File: config.mk
export PLATFORM = sky130hd
export DESIGN_NAME = sens_stat_regs
export DESIGN_NICKNAME = d
export VERILOG_FILES = /design/src/rtl/sens_pkg.sv /design/src/rtl/sens_axis_slot.sv /design/src/rtl/sens_combined.sv /design/src/rtl/sens_rd_port.sv /design/src/rtl/sens_stat_regs.sv
export SDC_FILE = /design/constraint.sdc
export NUM_CORES = 1
export LEC_CHECK = 0
export ABC_AREA = 1
export CAP_MARGIN = 15
export CORE_AREA = 5 5 86 108
export DETAILED_ROUTE_END_ITERATION = 10
export DIE_AREA = 0 0 91 113
export GPL_TIMING_DRIVEN = 0
export PLACE_DENSITY_LB_ADDON = 0.2
export SYNTH_ARGS = -nofsm -noshare
export SYNTH_HDL_FRONTEND = slang
export SYNTH_SLANG_ARGS = --single-unit
File: constraint.sdc
create_clock -name clk -period 4 [get_ports clk]
set_input_delay 0.6 -clock clk [delete_from_list [all_inputs] [get_ports clk]]
set_output_delay 0.6 -clock clk [all_outputs]
set_load 0.02 [all_outputs]
File: src/rtl/sens_pkg.sv
package sens_pkg;

    localparam int NAXES  = 3;
    localparam int BYTE_W = 8;
    localparam int SMP_W  = 16;
    localparam int ADDR_W = 8;

    localparam logic [ADDR_W-1:0] ADDR_STAT = '0;
    localparam logic [ADDR_W-1:0] ADDR_ID   = ADDR_W'(2 * NAXES + 1);
    localparam logic [BYTE_W-1:0] ID_CODE   = 8'hC4;

    typedef struct packed {
        logic             any_ow;
        logic [NAXES-1:0] ow;
        logic             any_rdy;
        logic [NAXES-1:0] rdy;
    } stat_t;

    typedef enum logic [2:0] {
        SEL_STAT,
        SEL_HI,
        SEL_LO,
        SEL_ID,
        SEL_NONE
    } sel_e;

    function automatic logic [ADDR_W-1:0] hi_addr(input int axis);
        return ADDR_W'(2 * axis + 1);
    endfunction

    function automatic logic [ADDR_W-1:0] lo_addr(input int axis);
        return ADDR_W'(2 * axis + 2);
    endfunction

    function automatic sel_e decode(input logic [ADDR_W-1:0] a);
        if (a == ADDR_STAT) return SEL_STAT;
        if (a == ADDR_ID)   return SEL_ID;
        if (a > ADDR_ID)    return SEL_NONE;
        return a[0] ? SEL_HI : SEL_LO;
    endfunction

    function automatic logic [ADDR_W-1:0] next_addr(input logic [ADDR_W-1:0] a,
                                                    input logic fast);
        if (a >= ADDR_ID) return ADDR_STAT;
        if (fast && a[0]) return a + ADDR_W'(2);
        return a + ADDR_W'(1);
    endfunction

endpackage

File: src/rtl/sens_axis_slot.sv
module sens_axis_slot
    import sens_pkg::*;
(
    input  logic             clk,
    input  logic             rst,
    input  logic             new_smp,
    input  logic             hi_rd,
    input  logic [SMP_W-1:0] smp_in,
    output logic [SMP_W-1:0] smp_q,
    output logic [BYTE_W-1:0] shadow_q,
    output logic             rdy_q,
    output logic             ow_q,
    output logic             ow_set
);

    logic rdy_n;
    logic ow_n;

    always_comb begin
        ow_set = new_smp & rdy_q & ~hi_rd;
        rdy_n  = new_smp | (rdy_q & ~hi_rd);
        ow_n   = ow_set | (ow_q & ~hi_rd);
    end

    always_ff @(posedge clk) begin
        if (rst) begin
            smp_q    <= '0;
            shadow_q <= '0;
            rdy_q    <= 1'b0;
            ow_q     <= 1'b0;
        end else begin
            rdy_q <= rdy_n;
            ow_q  <= ow_n;
            if (hi_rd)   shadow_q <= smp_q[BYTE_W-1:0];
            if (new_smp) smp_q    <= smp_in;
        end
    end

endmodule

File: src/rtl/sens_combined.sv
module sens_combined
    import sens_pkg::*;
(
    input  logic             clk,
    input  logic             rst,
    input  logic [NAXES-1:0] new_en,
    input  logic [NAXES-1:0] ow_set,
    input  logic [NAXES-1:0] hi_rd,
    input  logic [NAXES-1:0] chan_en,
    output logic             any_rdy_q,
    output logic             any_ow_q
);

    logic [NAXES-1:0] todo_q;
    logic [NAXES-1:0] todo_n;
    logic             all_read;

    always_comb begin
        todo_n   = (|new_en) ? chan_en : (todo_q & ~hi_rd);
        all_read = (|hi_rd) && ((todo_n & chan_en) == '0);
    end

    always_ff @(posedge clk) begin
        if (rst) begin
            todo_q    <= '0;
            any_rdy_q <= 1'b0;
            any_ow_q  <= 1'b0;
        end else begin
            todo_q    <= todo_n;
            any_rdy_q <= (|new_en) | (any_rdy_q & ~all_read);
            any_ow_q  <= (|ow_set) | (any_ow_q & ~all_read);
        end
    end

endmodule

File: src/rtl/sens_rd_port.sv
module sens_rd_port
    import sens_pkg::*;
(
    input  logic                    clk,
    input  logic                    rst,
    input  logic                    rd_start,
    input  logic [ADDR_W-1:0]       rd_addr,
    input  logic                    rd_stb,
    input  logic                    fast_mode,
    input  stat_t                   stat,
    input  logic [NAXES*BYTE_W-1:0] hi_bytes,
    input  logic [NAXES*BYTE_W-1:0] lo_bytes,
    output logic [NAXES-1:0]        hi_rd,
    output logic [BYTE_W-1:0]       rd_data
);

    logic [ADDR_W-1:0] ptr_q;
    logic [ADDR_W-1:0] cur;
    logic [BYTE_W-1:0] byte_sel;
    sel_e              sel;

    always_comb begin
        cur = rd_start ? rd_addr : ptr_q;
        sel = decode(cur);
        for (int i = 0; i < NAXES; i++) begin
            hi_rd[i] = rd_stb && (cur == hi_addr(i));
        end
    end

    always_comb begin
        byte_sel = '0;
        unique case (sel)
            SEL_STAT: byte_sel = stat;
            SEL_ID:   byte_sel = ID_CODE;
            SEL_HI: begin
                for (int i = 0; i < NAXES; i++) begin
                    if (cur == hi_addr(i)) byte_sel = hi_bytes[i*BYTE_W +: BYTE_W];
                end
            end
            SEL_LO: begin
                for (int i = 0; i < NAXES; i++) begin
                    if (cur == lo_addr(i)) byte_sel = lo_bytes[i*BYTE_W +: BYTE_W];
                end
            end
            default:  byte_sel = '0;
        endcase
    end

    always_ff @(posedge clk) begin
        if (rst) begin
            ptr_q   <= ADDR_STAT;
            rd_data <= '0;
        end else if (rd_stb) begin
            rd_data <= byte_sel;
            ptr_q   <= next_addr(cur, fast_mode);
        end else if (rd_start) begin
            ptr_q   <= rd_addr;
        end
    end

endmodule

File: src/rtl/sens_stat_regs.sv
module sens_stat_regs
    import sens_pkg::*;
(
    input  logic                   clk,
    input  logic                   rst,
    input  logic [NAXES-1:0]       smp_valid,
    input  logic [NAXES*SMP_W-1:0] smp_data,
    input  logic [NAXES-1:0]       chan_en,
    input  logic                   fast_mode,
    input  logic                   rd_start,
    input  logic [ADDR_W-1:0]      rd_addr,
    input  logic                   rd_stb,
    output logic [BYTE_W-1:0]      rd_data
);

    logic [NAXES-1:0]        new_en;
    logic [NAXES-1:0]        hi_rd;
    logic [NAXES-1:0]        rdy_q;
    logic [NAXES-1:0]        ow_q;
    logic [NAXES-1:0]        ow_set;
    logic                    any_rdy_q;
    logic                    any_ow_q;
    logic [NAXES*BYTE_W-1:0] hi_bytes;
    logic [NAXES*BYTE_W-1:0] lo_bytes;
    stat_t                   stat;

    assign new_en = smp_valid & chan_en;

    for (genvar g = 0; g < NAXES; g++) begin : g_axis
        logic [SMP_W-1:0] smp_q;
        sens_axis_slot u_slot (
            .clk      (clk),
            .rst      (rst),
            .new_smp  (new_en[g]),
            .hi_rd    (hi_rd[g]),
            .smp_in   (smp_data[g*SMP_W +: SMP_W]),
            .smp_q    (smp_q),
            .shadow_q (lo_bytes[g*BYTE_W +: BYTE_W]),
            .rdy_q    (rdy_q[g]),
            .ow_q     (ow_q[g]),
            .ow_set   (ow_set[g])
        );
        assign hi_bytes[g*BYTE_W +: BYTE_W] = smp_q[SMP_W-1 -: BYTE_W];
    end

    sens_combined u_comb (
        .clk       (clk),
        .rst       (rst),
        .new_en    (new_en),
        .ow_set    (ow_set),
        .hi_rd     (hi_rd),
        .chan_en   (chan_en),
        .any_rdy_q (any_rdy_q),
        .any_ow_q  (any_ow_q)
    );

    always_comb begin
        stat.any_ow  = any_ow_q;
        stat.ow      = ow_q;
        stat.any_rdy = any_rdy_q;
        stat.rdy     = rdy_q;
    end

    sens_rd_port u_rd (
        .clk       (clk),
        .rst       (rst),
        .rd_start  (rd_start),
        .rd_addr   (rd_addr),
        .rd_stb    (rd_stb),
        .fast_mode (fast_mode),
        .stat      (stat),
        .hi_bytes  (hi_bytes),
        .lo_bytes  (lo_bytes),
        .hi_rd     (hi_rd),
        .rd_data   (rd_data)
    );

endmodule

* Word-level counts from Yosys, hierarchy flattened
Index checks and enable logic that the tools add are counted.
** Cells by class
- Add/subtract/negate cells :: 2
- Multipliers :: 0
- Divide/modulo/power cells :: 0
- Magnitude comparators :: 2
- Eq/ne operators :: 10
- Shift-type cells :: 0
- Multiplexer cells :: 34
- Bitwise operators :: 30
- Reduce and logical (&&, ||, !) cells :: 11
** Operator list (count)
- 2-to-1 mux 8 bit :: 12
- equality test 8 x 3 -> 1 bit, second input constant :: 4
- one-hot mux 8 bit (4 select lines) :: 1
- 2-to-1 mux 3 bit :: 7
- equality test 8 x 2 -> 1 bit, second input constant :: 2
- AND 1 bit :: 14
- 2-to-1 mux 1 bit :: 13
- AND 3 bit :: 3
- OR reduction 3 bit :: 3
- adder 8 x 1 -> 8 bit, second input constant :: 1
- adder 8 x 2 -> 8 bit, second input constant :: 1
- equality test 8 x 1 -> 1 bit, second input constant :: 1
- >= comparator 8 x 3 -> 1 bit, second input constant :: 1
- > comparator 8 x 3 -> 1 bit, second input constant :: 1
- logical NOT 8 bit :: 1
- bitwise OR 1 bit :: 8
- equality test 3 x 2 -> 1 bit, second input constant :: 2
- logical NOT 3 bit :: 2
- logical AND 1 bit :: 5
- NOT 1 bit :: 4
- equality test 3 x 1 -> 1 bit, second input constant :: 1
- NOT 3 bit :: 1
- 2-to-1 mux 2 bit :: 1
** Word-level totals
- Flip-flop bits (word level) :: 99
- Bits in latches :: 0
- RAM bits :: 0
- ROM bits :: 0
- Output and inout port bits :: 8
- Logic and storage cells :: 106
- Memories :: 0

* Logic depth before layout (Yosys ltp)
Gate-level depths: netlist (run 1).
- Depth after elaboration :: 12
- Depth in mapped cells :: 17

* Hierarchy
Synthesis (run 1) repeated with hierarchy kept, for this count alone.
** Second synthesis, totals
- Cells, all modules :: 669
- Area, all modules :: 4981.0 um^2
** Modules (own cells, without submodules)
- sens_axis_slot :: times used 3, cells an instance 114, area each 1011.0 um^2, seq. area each 520.5 um^2
- sens_rd_port :: times used 1, cells an instance 287, area each 1697.9 um^2, seq. area each 320.3 um^2
- sens_combined :: times used 1, cells an instance 34, area each 227.7 um^2, seq. area each 100.1 um^2
- sens_stat_regs :: times used 1, cells an instance 6, area each 22.5 um^2, seq. area each 0.0 um^2

* Worst setup path after synthesis (run 1)
OpenSTA, ideal clock, no wires.
- Kind :: in2reg
- Start point :: in rd_start
- End point :: reg u_comb.any_ow_q
- Setup time :: 0.070 ns
- Arrival :: 2.336 ns
- Setup slack :: 1.594 ns
- Cell stages on the path :: 13
- Cells stage by stage :: buf_6 inv_8 or2_2 o21ai_0 inv_1 ha_1 nand3_1 inv_2 nand3_2 buf_2 nand3_1 and3_1 a21oi_1
** On the way
- Cells in the longest elaborated chain, start to end :: 12
- Elaborated cells between the ends (all ways) :: 24
- Classes of those cells :: eq/ne (3); mux (2); bitwise (12); reduce/logical (7)
** Ends and longest elaborated chain
- start: declaration :: line sens_stat_regs.sv:10 : input logic rd_start,
- 2-to-1 mux 8 bit *
- equality test 8 x 1 -> 1 bit, or another cell as far along :: line sens_rd_port.sv:26 : hi_rd[i] = rd_stb && (cur == hi_addr(i));
- logical AND 1 bit :: line sens_rd_port.sv:26
- NOT 3 bit :: line sens_combined.sv:19 : todo_n = (|new_en) ? chan_en : (todo_q & ~hi_rd);
- AND 3 bit :: line sens_combined.sv:19
- 2-to-1 mux 3 bit :: line sens_combined.sv:19
- AND 3 bit :: line sens_combined.sv:20 : all_read = (|hi_rd) && ((todo_n & chan_en) == '0);
- logical NOT 3 bit :: line sens_combined.sv:20
- logical AND 1 bit :: line sens_combined.sv:20
- NOT 1 bit :: line sens_combined.sv:31 : any_ow_q <= (|ow_set) | (any_ow_q & ~all_read);
- AND 1 bit :: line sens_combined.sv:31
- bitwise OR 1 bit * :: line sens_combined.sv:31
- end signal: assignment :: line sens_combined.sv:31
- end: declaration :: line sens_combined.sv:11 : output logic any_ow_q
Every way passes the cells marked *; elsewhere a longest branch is shown, timed or not.
A chain may end at the register's enable or synchronous reset.

* Worst setup path in the final report (run 1)
- Start point :: in rd_addr[1]
- End point :: reg u_comb.any_ow_q
** On the way
- Cells in the longest elaborated chain, start to end :: 12
- Elaborated cells between the ends (all ways) :: 24
- Classes of those cells :: eq/ne (3); mux (2); bitwise (12); reduce/logical (7)
** Ends and longest elaborated chain
- start: declaration :: line sens_stat_regs.sv:11 : input logic [ADDR_W-1:0] rd_addr,
- 2-to-1 mux 8 bit *
- equality test 8 x 1 -> 1 bit, or another cell as far along :: line sens_rd_port.sv:26
- logical AND 1 bit :: line sens_rd_port.sv:26
- NOT 3 bit :: line sens_combined.sv:19
- AND 3 bit :: line sens_combined.sv:19
- 2-to-1 mux 3 bit :: line sens_combined.sv:19
- AND 3 bit :: line sens_combined.sv:20
- logical NOT 3 bit :: line sens_combined.sv:20
- logical AND 1 bit :: line sens_combined.sv:20
- NOT 1 bit :: line sens_combined.sv:31
- AND 1 bit :: line sens_combined.sv:31
- bitwise OR 1 bit * :: line sens_combined.sv:31
Marks and branches as above.

==> results.sh, run 1 <==
export IMPL_status="complete, no violations"
export IMPL_synth_edff_count=0
export IMPL_fin_nets=786
export IMPL_p_leak_nw=2.21
export IMPL_tns_ps=0
export IMPL_grt_pass1_vias=4074
export IMPL_grt_ovfl_total=0
export IMPL_finalHoldViolCount=0
export IMPL_worst_path_max_delay_cell="clkdlybuf4s50_1"
export IMPL_wl_met1_um=5100
export IMPL_grt_pass1_wl_um=19400
export IMPL_power_mw=1.93
export IMPL_die_h_um=113
export IMPL_grt_util_all_layers=0.236
export IMPL_cts_max_path_buffers=2
export IMPL_period_needed_ps=2750
export IMPL_drc=0
export IMPL_synthFlopType="dfxtp_1"
export IMPL_drt_initial_drc_count=222
export IMPL_drv_cap=0
export IMPL_crit_path_end_kind="flop"
export IMPL_globalplace_congestion=0.899
export IMPL_ant_nets=0
export IMPL_clk_pin_slew_ps=100
export IMPL_root_buffer="clkbuf_8"
export IMPL_viasPerCell=5.31
export IMPL_ys_seq_elements=99
export IMPL_cp_cell_sequence="clkdlybuf4s50_1 -> or2_2 -> o21ai_0 -> inv_1 -> ha_1 -> nand3_1 -> inv_2 -> nand3_2 -> buf_2 -> nand3_1 -> and3_1 -> a21oi_1"
export IMPL_crit_top_cell="nand3_1"
export IMPL_hold_path_class="flop to flop"
export IMPL_tightestPinTransition_ps=551
export IMPL_synth_nets=703
export IMPL_wl_per_cell_um=14.8
export IMPL_rows=37
export IMPL_cts_tree="yes"
export IMPL_async_flop_share=0
export IMPL_powerDensity_nw_per_um2=351
export IMPL_place_hpwl_um=9550
export IMPL_max_freq_ghz=0.364
export IMPL_cp_num_buf_inv=4
export IMPL_finalWirelength_um=12100
export IMPL_numPortBuffers=72
export IMPL_synthesis_area_sq_um=4480
export IMPL_antenna_cells=0
export IMPL_grt_max_degree=19
export IMPL_crit_arrival_ps=3050
export IMPL_multi_input_area_sq_um=2100
export IMPL_numCtsBuffers=9
export IMPL_antenna_found_initial=0
export IMPL_fillCellCount=761
export IMPL_syn_avg_cell_area_sq_um=7.10
export IMPL_start_util=0.553
export IMPL_core_area_sq_um=8100
export IMPL_io_pins=75
export IMPL_final_max_slew_viol_count=0
export IMPL_rsz0062_at_grt="false"
export IMPL_clock_latency_ps=370
export IMPL_ir_drop_v=0.000235
export IMPL_yosys_top_cells_count="nand2_1, nor2_1, dfxtp_1"
export IMPL_relSlewSlack=0.633
export IMPL_slowest_delay_ps=390
export IMPL_crit_required_ps=4300
export IMPL_seq_area_frac_synth=0.443
export IMPL_syn_inst=631
export IMPL_fin_skew_ps=7.78
export IMPL_yosys_area_top_type_share=0.443
export IMPL_dieArea_sq_um=10300
export IMPL_ys_types=33
export IMPL_area_growth_pct=22.9
export IMPL_wl_met2_um=6210
export IMPL_fin_crit_sh=0.688
export IMPL_postCtsSetupBuffers=0
export IMPL_wl_met3_um=613
export IMPL_firstDrtPassIters=5
export IMPL_cts_hold_buf=0
export IMPL_startpoint_type="input pin"
export IMPL_yosysMostFrequentCell="nand2_1"
export IMPL_crit_type="input pin to flop"
export IMPL_yosysTopAreaCell="dfxtp_1"
export IMPL_final_layout_size_suffix_gt1_frac=0.0737
export IMPL_h_tree_depth=3
export IMPL_yosysWarnings=0
export IMPL_highest_layer="met4"
export IMPL_cpLargestDelayFamily="simple AND/OR/NAND/NOR gates"
export IMPL_setup_viol=0
export IMPL_cts_sinks=99
export IMPL_post_cts_resized=0
export IMPL_num_vias=4336
export IMPL_worstPathMaxFanout=10
export IMPL_die_w_um=91
export IMPL_seqCellArea_sq_um=1980
export IMPL_yosys_top_cells_area="dfxtp_1, nand2_1, nor2_1"
flip-flops by register name, indices dropped and copies added, names as in the netlist:
| signal | count |
|---|---|
| g_axis.u_slot.rdy_q | 3 |
| u_rd.rd_data | 8 |
| g_axis.u_slot.shadow_q | 24 |
| u_rd.ptr_q | 8 |
| u_comb.any_rdy_q | 1 |
| u_comb.any_ow_q | 1 |
| g_axis.u_slot.smp_q | 48 |
| u_comb.todo_q | 3 |
| g_axis.u_slot.ow_q | 3 |
where the power goes:
| part | internal, mW | leakage [nW] | switching [mW] |
|---|---|---|---|
| clock network | 0.238 | 0.0936 | 0.378 |
| registers | 1.03 | 0.810 | 0.0232 |
| logic | 0.118 | 1.31 | 0.147 |
per-layer routing:
metal | GRT usage | up-vias
li1 | - | 2221
met1 | 0.279 | 1966
met2 | 0.438 | 133
met3 | 0.0426 | 16
met4 | 0.0558 | 0
met5 | 0 | -
cell usage in the layout, fill, tap and decap left out, types with 2 or more instances in the layout:
cell type        count
nor2_2               2
clkbuf_8             9
clkinv_2             2
nand3_2              2
inv_2                4
buf_6                2
clkinv_1             3
clkdlybuf4s50_1     72
clkbuf_1            17
a21oi_1             47
buf_4                5
inv_1               50
o21ai_0             74
clkinv_4             2
buf_2                5
nand2_1            108
nor2_4               4
nor2_1             103
nand3_1             70
nand2_2              5
nand4_1              9
nor3_1               4
dfxtp_1             99
inv_8                3
ha_1                 5
tightest hold or removal path, delay by kind of cell, from the launching register on:
family | cells | cell delay, ps
flops | 1 | 330
compound gates | 1 | 50
buf+inv | 1 | 50
stage by stage:
step                setup WS [ps]  std cells  area, sq um  hold WS (ps)  utilization
global placement              943        800         5320           438        0.657
CTS                          1290        816         5510           460        0.680
detailed placement            904        800         5320           442        0.657
finish                       1250        816         5510           460        0.680
global route                 1070        816         5510           479        0.680
floorplan                    1590        631         4480           424            -
kinds of logic (layout without fill, tap and decap cells):
group | Yosys count | after routing | synth area share
flops | 99 | 99 | 0.443
simple gates | 313 | 313 | 0.312
compound gates | 125 | 125 | 0.142
fa+ha+maj | 5 | 5 | 0.0140
buf+inv | 89 | 177 | 0.0891
area by class of cell:
cell class              instances  area share
plain buffers                  30      0.0307
clock buffers                   9      0.0225
clock inverters                 7      0.0111
inverters                      59      0.0418
multi-input cells             443       0.381
flip-flops and latches         99       0.360
well taps                      97      0.0220
repair buffers                 72       0.131
worst paths after layout:
kind,startpoint,end,slack (ps),depth (start not counted)
setup reg to reg,u_rd.ptr_q[1],u_comb.any_ow_q,1680,10
hold / removal,g_axis[1].u_slot.shadow_q[4],g_axis[1].u_slot.shadow_q[4],460,2
setup / recovery,rd_addr[1],u_comb.any_ow_q,1250,12
hold reg to reg,g_axis[1].u_slot.shadow_q[4],g_axis[1].u_slot.shadow_q[4],460,2
Power figures use the tool's default switching activity.
==> run 2, diff against run 1 <==
--- a/config.mk
+++ b/config.mk
@@ -7,9 +7,9 @@
 export LEC_CHECK = 0
 export ABC_AREA = 1
 export CAP_MARGIN = 15
-export CORE_AREA = 5 5 86 108
+export CORE_AREA = 5 5 93 116
 export DETAILED_ROUTE_END_ITERATION = 10
-export DIE_AREA = 0 0 91 113
+export DIE_AREA = 0 0 98 121
 export GPL_TIMING_DRIVEN = 0
 export PLACE_DENSITY_LB_ADDON = 0.2
 export SYNTH_ARGS = -nofsm -noshare
==> constraint.sdc (replaced) <==
create_clock -name clk -period 2.3 [get_ports clk]
set_input_delay 0.345 -clock clk [delete_from_list [all_inputs] [get_ports clk]]
set_output_delay 0.345 -clock clk [all_outputs]
set_load 0.02 [all_outputs]
==> results.sh, run 2 (same netlist as run 1, synthesis figures left out) <==
export IMPL_tns_ps=0
export IMPL_max_freq_ghz=0.458
export IMPL_clock_latency_ps=350
export IMPL_dieArea_sq_um=11900
export IMPL_postLayoutCellArea_sq_um=5800
export IMPL_area_growth_pct=29.5
export IMPL_numCtsBuffers=9
export IMPL_final_max_slew_viol_count=0
export IMPL_p_leak_nw=2.32
export IMPL_final_layout_size_suffix_gt1_frac=0.0934
export IMPL_cts_tree="yes"
export IMPL_clk_pin_slew_ps=70
export IMPL_power_mw=3.87
export IMPL_antenna_cells=0
export IMPL_die_h_um=121
export IMPL_h_tree_depth=3
export IMPL_drv_cap=0
export IMPL_status="complete, no violations"
export IMPL_grt_ovfl_total=0
export IMPL_finalWirelength_um=12300
export IMPL_start_util=0.468
export IMPL_ir_drop_v=0.000537
export IMPL_timing_rr_end="u_rd.rd_data[3]"
export IMPL_rr_startpoint="u_rd.ptr_q[0]"
export IMPL_core_area_sq_um=9560
export IMPL_relSlewSlack=0.606
export IMPL_crit_path_end_kind="flop"
export IMPL_cts_hold_buf=0
export IMPL_crit_type="input pin to flop"
export IMPL_worst_path_max_delay_cell="clkdlybuf4s50_1"
export IMPL_pre_cts_ws_ps=-534
export IMPL_drt_initial_drc_count=245
export IMPL_placed_area_sq_um=5360
export IMPL_grt_pass1_wl_um=20000
export IMPL_hold_start="rd_start"
export IMPL_reg2regPathDepth=12
export IMPL_antenna_found_initial=0
export IMPL_tightestPinTransition_ps=591
export IMPL_grt_util_all_layers=0.211
export IMPL_globalplace_congestion=0.947
export IMPL_rows=40
export IMPL_largest_register="g_axis.u_slot.smp_q"
export IMPL_cts_sinks=99
export IMPL_ant_nets=0
export IMPL_setup_viol=0
export IMPL_grt_max_degree=18
export IMPL_startpoint_type="input pin"
export IMPL_fin_nets=795
export IMPL_largest_register_ffs=48
export IMPL_post_route_util=0.607
export IMPL_min_to="u_rd.ptr_q[5]"
export IMPL_hold_depth=4
export IMPL_drc=0
export IMPL_wl_per_cell_um=14.4
export IMPL_powerDensity_nw_per_um2=667
export IMPL_layout_common_cells="nand2_1, nor2_1, dfxtp_1"
export IMPL_hold_path_class="input pin to flop"
export IMPL_reg2reg_slack_ps=340
export IMPL_io_pins=75
export IMPL_fin_skew_ps=9.59
export IMPL_final_common_cell="nand2_1"
export IMPL_firstDrtPassIters=4
export IMPL_slowest_delay_ps=390
export IMPL_viasPerCell=5.07
export IMPL_cp_cell_sequence="clkdlybuf4s50_1 -> or2_1 -> o21ai_4 -> inv_2 -> ha_1 -> inv_1 -> nor2_4 -> buf_4 -> nand4_1 -> nand3_1 -> nand2_1 -> nand3_1 -> nand2_1 -> a21oi_1"
export IMPL_worstPathMaxFanout=8
export IMPL_cts_max_path_buffers=2
export IMPL_timing_final_ws_setup_ps=118
export IMPL_crit_required_ps=2510
export IMPL_rsz0062_at_grt="true"
export IMPL_die_w_um=98
export IMPL_place_hpwl_um=9640
export IMPL_fin_crit_sh=0.948
export IMPL_num_vias=4330
export IMPL_numPortBuffers=72
export IMPL_largest_registers="g_axis.u_slot.smp_q x48, g_axis.u_slot.shadow_q x24"
export IMPL_period_needed_ps=2180
export IMPL_root_buffer="clkbuf_16"
export IMPL_crit_arrival_ps=2390
export IMPL_grt_pass1_vias=4177
export IMPL_finalHoldViolCount=0
run 2: changes by cell type in the layout (fill, tap and decap cells not counted), moves of 2 or more:
cell	before	now
inv_6	1	3
buf_4	5	14
nand3_2	2	4
o21ai_4	0	2
buf_2	5	3
clkbuf_8	9	1
nand3_1	70	68
clkbuf_16	0	9
inv_8	3	1
run 2: layout make-up:
cell class,instances,area (sq um)
Buffer,30,178
Clock buffer,10,239
Clock inverter,6,68.8
Fill cell,921,3760
Inverter,59,236
Multi-Input combinational cell,443,2140
Sequential cell,99,1980
Tap cell,126,158
Timing Repair Buffer,81,801
run 2: stage by stage:
stage                     instances  hold WS, ps
after global routing            854          420
after floorplan                 631          424
after global placement          829          438
after detailed placement        829          437
after CTS                       847          376
final                           854          397
run 2: metal layers:
layer	track usage	part of all wire	vias up
met5	0	0	-
met4	0.0961	0.024	0
met3	0.0351	0.046	21
met2	0.380	0.50	107
met1	0.242	0.43	1963
li1	-	-	2239
run 2: what timing repair did:
| item | in CTS | in global routing |
|---|---|---|
| resized for setup | 5 | 11 |
| hold endpoints to repair | 0 | 0 |
| pin swaps | 2 | 3 |
| gates cloned | 0 | 0 |
| buffers inserted | 2 | 7 |
| setup endpoints to repair | 19 | 20 |
run 2: worst max path at each step:
stage                          start              end  slack (ps)  cells after the start
final                     rd_addr[0]  u_rd.rd_data[3]         120                     14
after global routing      rd_addr[1]  u_rd.rd_data[7]          -6                     15
after CTS                 rd_addr[0]  u_comb.any_ow_q          20                     12
after detailed placement  rd_addr[1]  u_comb.any_ow_q        -530                     12
after global placement    rd_addr[1]  u_comb.any_ow_q        -520                     12
after floorplan             rd_start  u_comb.any_ow_q         150                     13
run 2: critical path: cells and delay by family:
| family | cells | cell delay (ps) |
|---|---|---|
| buffers and inverters | 4 | 820 |
| and+or+nand+nor | 7 | 820 |
| adders and majority gates | 1 | 230 |
| AOI/OAI and AO/OA | 2 | 170 |
run 2: power by group:
group	internal, mW	switching (mW)	leakage (nW)
clock	0.883	0.671	0.150
sequential	1.79	0.0397	0.810
combinational	0.219	0.264	1.36
==> run 3, diff against run 2 <==
--- a/config.mk
+++ b/config.mk
@@ -5,11 +5,10 @@
 export SDC_FILE = /design/constraint.sdc
 export NUM_CORES = 1
 export LEC_CHECK = 0
-export ABC_AREA = 1
 export CAP_MARGIN = 15
-export CORE_AREA = 5 5 93 116
+export CORE_AREA = 5 5 94 117
 export DETAILED_ROUTE_END_ITERATION = 10
-export DIE_AREA = 0 0 98 121
+export DIE_AREA = 0 0 99 122
 export GPL_TIMING_DRIVEN = 0
 export PLACE_DENSITY_LB_ADDON = 0.2
 export SYNTH_ARGS = -nofsm -noshare
==> results.sh, run 3 <==
export IMPL_numCtsBuffers=9
export IMPL_pre_cts_ws_ps=-1110
export IMPL_seqPwrFrac=0.482
export IMPL_die_h_um=122
export IMPL_root_buffer="clkbuf_16"
export IMPL_grt_ovfl_total=0
export IMPL_placed_area_sq_um=5500
export IMPL_grt_pass1_wl_um=21200
export IMPL_tightestPinTransition_ps=661
export IMPL_h_tree_depth=3
export IMPL_yosysWarnings=0
export IMPL_drt_initial_drc_count=309
export IMPL_cp_num_buf_inv=2
export IMPL_firstDrtPassIters=6
export IMPL_globalplace_congestion=0.981
export IMPL_yosys_area_share_xor_xnor=0.00385
export IMPL_grt_max_degree=16
export IMPL_antenna_found_initial=0
export IMPL_hold_depth=3
export IMPL_cts_max_path_buffers=2
export IMPL_met3_usage=0.0389
export IMPL_p_clk_frac=0.369
export IMPL_async_flop_share=0
export IMPL_final_common_cell="nand2_1"
export IMPL_rows=41
export IMPL_area_growth_pct=34.6
export IMPL_crit_arrival_ps=2490
export IMPL_synth_nets=636
export IMPL_synth_compound_area_frac=0.194
export IMPL_fin_crit_sh=0.963
export IMPL_final_max_slew_viol_count=0
export IMPL_powerDensity_nw_per_um2=613
export IMPL_p_sw_frac=0.263
export IMPL_hold_path_class="input pin to flop"
export IMPL_final_layout_size_suffix_gt1_frac=0.117
export IMPL_ys_seq_elements=99
export IMPL_ant_nets=0
export IMPL_setup_viol=0
export IMPL_max_freq_ghz=0.451
export IMPL_fin_skew_ps=7.87
export IMPL_worstPathMaxFanout=8
export IMPL_cp_num_cells=7
export IMPL_synthMuxAreaShare=0.0704
export IMPL_use_met1=0.262
export IMPL_largest_registers="g_axis.u_slot.smp_q x48, g_axis.u_slot.shadow_q x24"
export IMPL_clk_pin_slew_ps=60
export IMPL_pwr_share_comb=0.148
export IMPL_synth_edff_count=0
export IMPL_largest_register="g_axis.u_slot.smp_q"
export IMPL_io_pins=75
export IMPL_busiest_layer="met2"
export IMPL_timing_final_ws_setup_ps=84.2
export IMPL_numPortBuffers=74
export IMPL_place_hpwl_um=10200
export IMPL_ys_types=52
export IMPL_drc=0
export IMPL_yosys_top_cells_count="nand2_1, dfxtp_1, a21oi_1"
export IMPL_grt_util_all_layers=0.225
export IMPL_yosys_area_share_adder=0.0137
export IMPL_ir_drop_v=0.000385
export IMPL_start_util=0.460
export IMPL_postLayoutCellArea_sq_um=6130
export IMPL_antenna_cells=0
export IMPL_synth_top_family_by_area="simple AND/OR/NAND/NOR gates"
export IMPL_die_w_um=99
export IMPL_yosys_top_cells_area="dfxtp_1, nand2_1, a21oi_1"
export IMPL_cts_tree="yes"
export IMPL_yosys_area_top_type_share=0.435
export IMPL_reg2regPathDepth=8
export IMPL_grt_pass1_vias=4339
export IMPL_largest_register_ffs=48
export IMPL_viasPerCell=5.61
export IMPL_slowest_delay_ps=550
export IMPL_drv_cap=0
export IMPL_seq_area_frac_synth=0.435
export IMPL_met2_usage=0.393
export IMPL_fillCellCount=875
export IMPL_syn_avg_cell_area_sq_um=8.07
export IMPL_cts_sinks=99
export IMPL_cp_cell_sequence="clkdlybuf4s50_1 -> or4b_1 -> a222oi_1 -> buf_4 -> and3_4 -> o221ai_2 -> a311oi_1"
export IMPL_clock_latency_ps=360
export IMPL_cts_hold_buf=0
export IMPL_wl_per_cell_um=17.3
export IMPL_p_leak_nw=2.18
export IMPL_synthesis_area_sq_um=4550
export IMPL_fin_nets=734
export IMPL_yosysTopAreaCell="dfxtp_1"
export IMPL_finalHoldViolCount=0
export IMPL_post_route_util=0.619
export IMPL_num_vias=4468
export IMPL_layout_common_cells="nand2_1, dfxtp_1, a21oi_1, clkdlybuf4s50_1, nor2_1"
export IMPL_power_switching_mw=0.989
export IMPL_crit_path_end_kind="flop"
export IMPL_yosys_area_share_simple=0.242
export IMPL_timing_hold_ws_ps=356
export IMPL_status="complete, no violations"
export IMPL_startpoint_type="input pin"
export IMPL_finalWirelength_um=13800
export IMPL_worst_path_max_delay_cell="or4b_1"
export IMPL_crit_type="input pin to flop"
export IMPL_core_area_sq_um=9900
export IMPL_yosysMostFrequentCell="nand2_1"
export IMPL_syn_inst=564
export IMPL_period_needed_ps=2220
export IMPL_relSlewSlack=0.559
export IMPL_p_int_mw=2.76
export IMPL_dieArea_sq_um=12100
export IMPL_crit_required_ps=2570
export IMPL_cpLargestDelayFamily="simple AND/OR/NAND/NOR gates"
export IMPL_synthFlopType="dfxtp_1"
## run 3: changes by cell type after synthesis, sizes merged, moves of 11 or more
cell	previous run	this run
nand3	72	12
inv	55	6
a21oi	47	70
a21o	0	12
mux2i	0	32
nand2	114	145
nor2	110	32
o21ai	76	11
nor2b	0	11
## run 3: power by group through the flow
stage	clock [mW]	sequential (mW)	combinational, mW
after CTS	1.39	1.81	0.518
after global placement	0	1.85	0.471
final	1.39	1.81	0.557
after global routing	1.46	1.82	0.604
after floorplan	0	1.84	0.272
after detailed placement	0	1.85	0.482
## run 3: what timing repair did
action,4_1_cts,5_1_grt
pin swaps,9,10
setup buffers,6,9
gates resized for setup,29,40
cloned,1,0
setup endpoints to repair,49,36
## run 3: stage by stage
step | setup TNS, ps | std cells | power [mW]
after global routing | -4.41 | 796 | 3.88
after floorplan | -136 | 564 | 2.11
after global placement | -32060 | 767 | 2.32
after detailed placement | -34800 | 767 | 2.33
final | 0 | 796 | 3.75
after CTS | -29.0 | 789 | 3.72
## run 3: layer usage
metal	up-vias	part of all wire
met5	-	0
met4	0	0.030
met3	38	0.057
met2	181	0.51
met1	2074	0.41
li1	2175	-
## run 3: kinds of logic after synthesis
family          count (synthesis)
compound gates                138
xor+xnor                        2
fa+ha+maj                       5
buf+inv                        45
flops                          99
mux                            32
simple gates                  243
## run 3: worst paths after layout
path,startpoint,endpoint,slack (ps)
hold reg to reg,g_axis[1].u_slot.smp_q[15],g_axis[1].u_slot.smp_q[15],460
setup / recovery,rd_addr[5],u_rd.rd_data[2],80
setup reg to reg,u_rd.ptr_q[0],u_rd.rd_data[2],160
hold / removal,rd_addr[6],u_rd.ptr_q[6],360
## run 3: area by class of cell
class | count | area [sq um] | share of cell area
multi-input cells | 420 | 2610 | 0.426
flip-flops and latches | 99 | 1980 | 0.324
repair buffers | 90 | 888 | 0.145
clock buffers | 12 | 236 | 0.0386
plain buffers | 36 | 193 | 0.0315
well taps | 129 | 161 | 0.0263
clock inverters | 4 | 27.5 | 0.00449
inverters | 6 | 25.0 | 0.00408
## run 3: worst min-delay path: cells and delay by family
| family | cells | cell delay, ps |
|---|---|---|
| AOI/OAI and AO/OA | 1 | 130 |
| buffers and inverters | 1 | 110 |
| muxes | 1 | 80 |
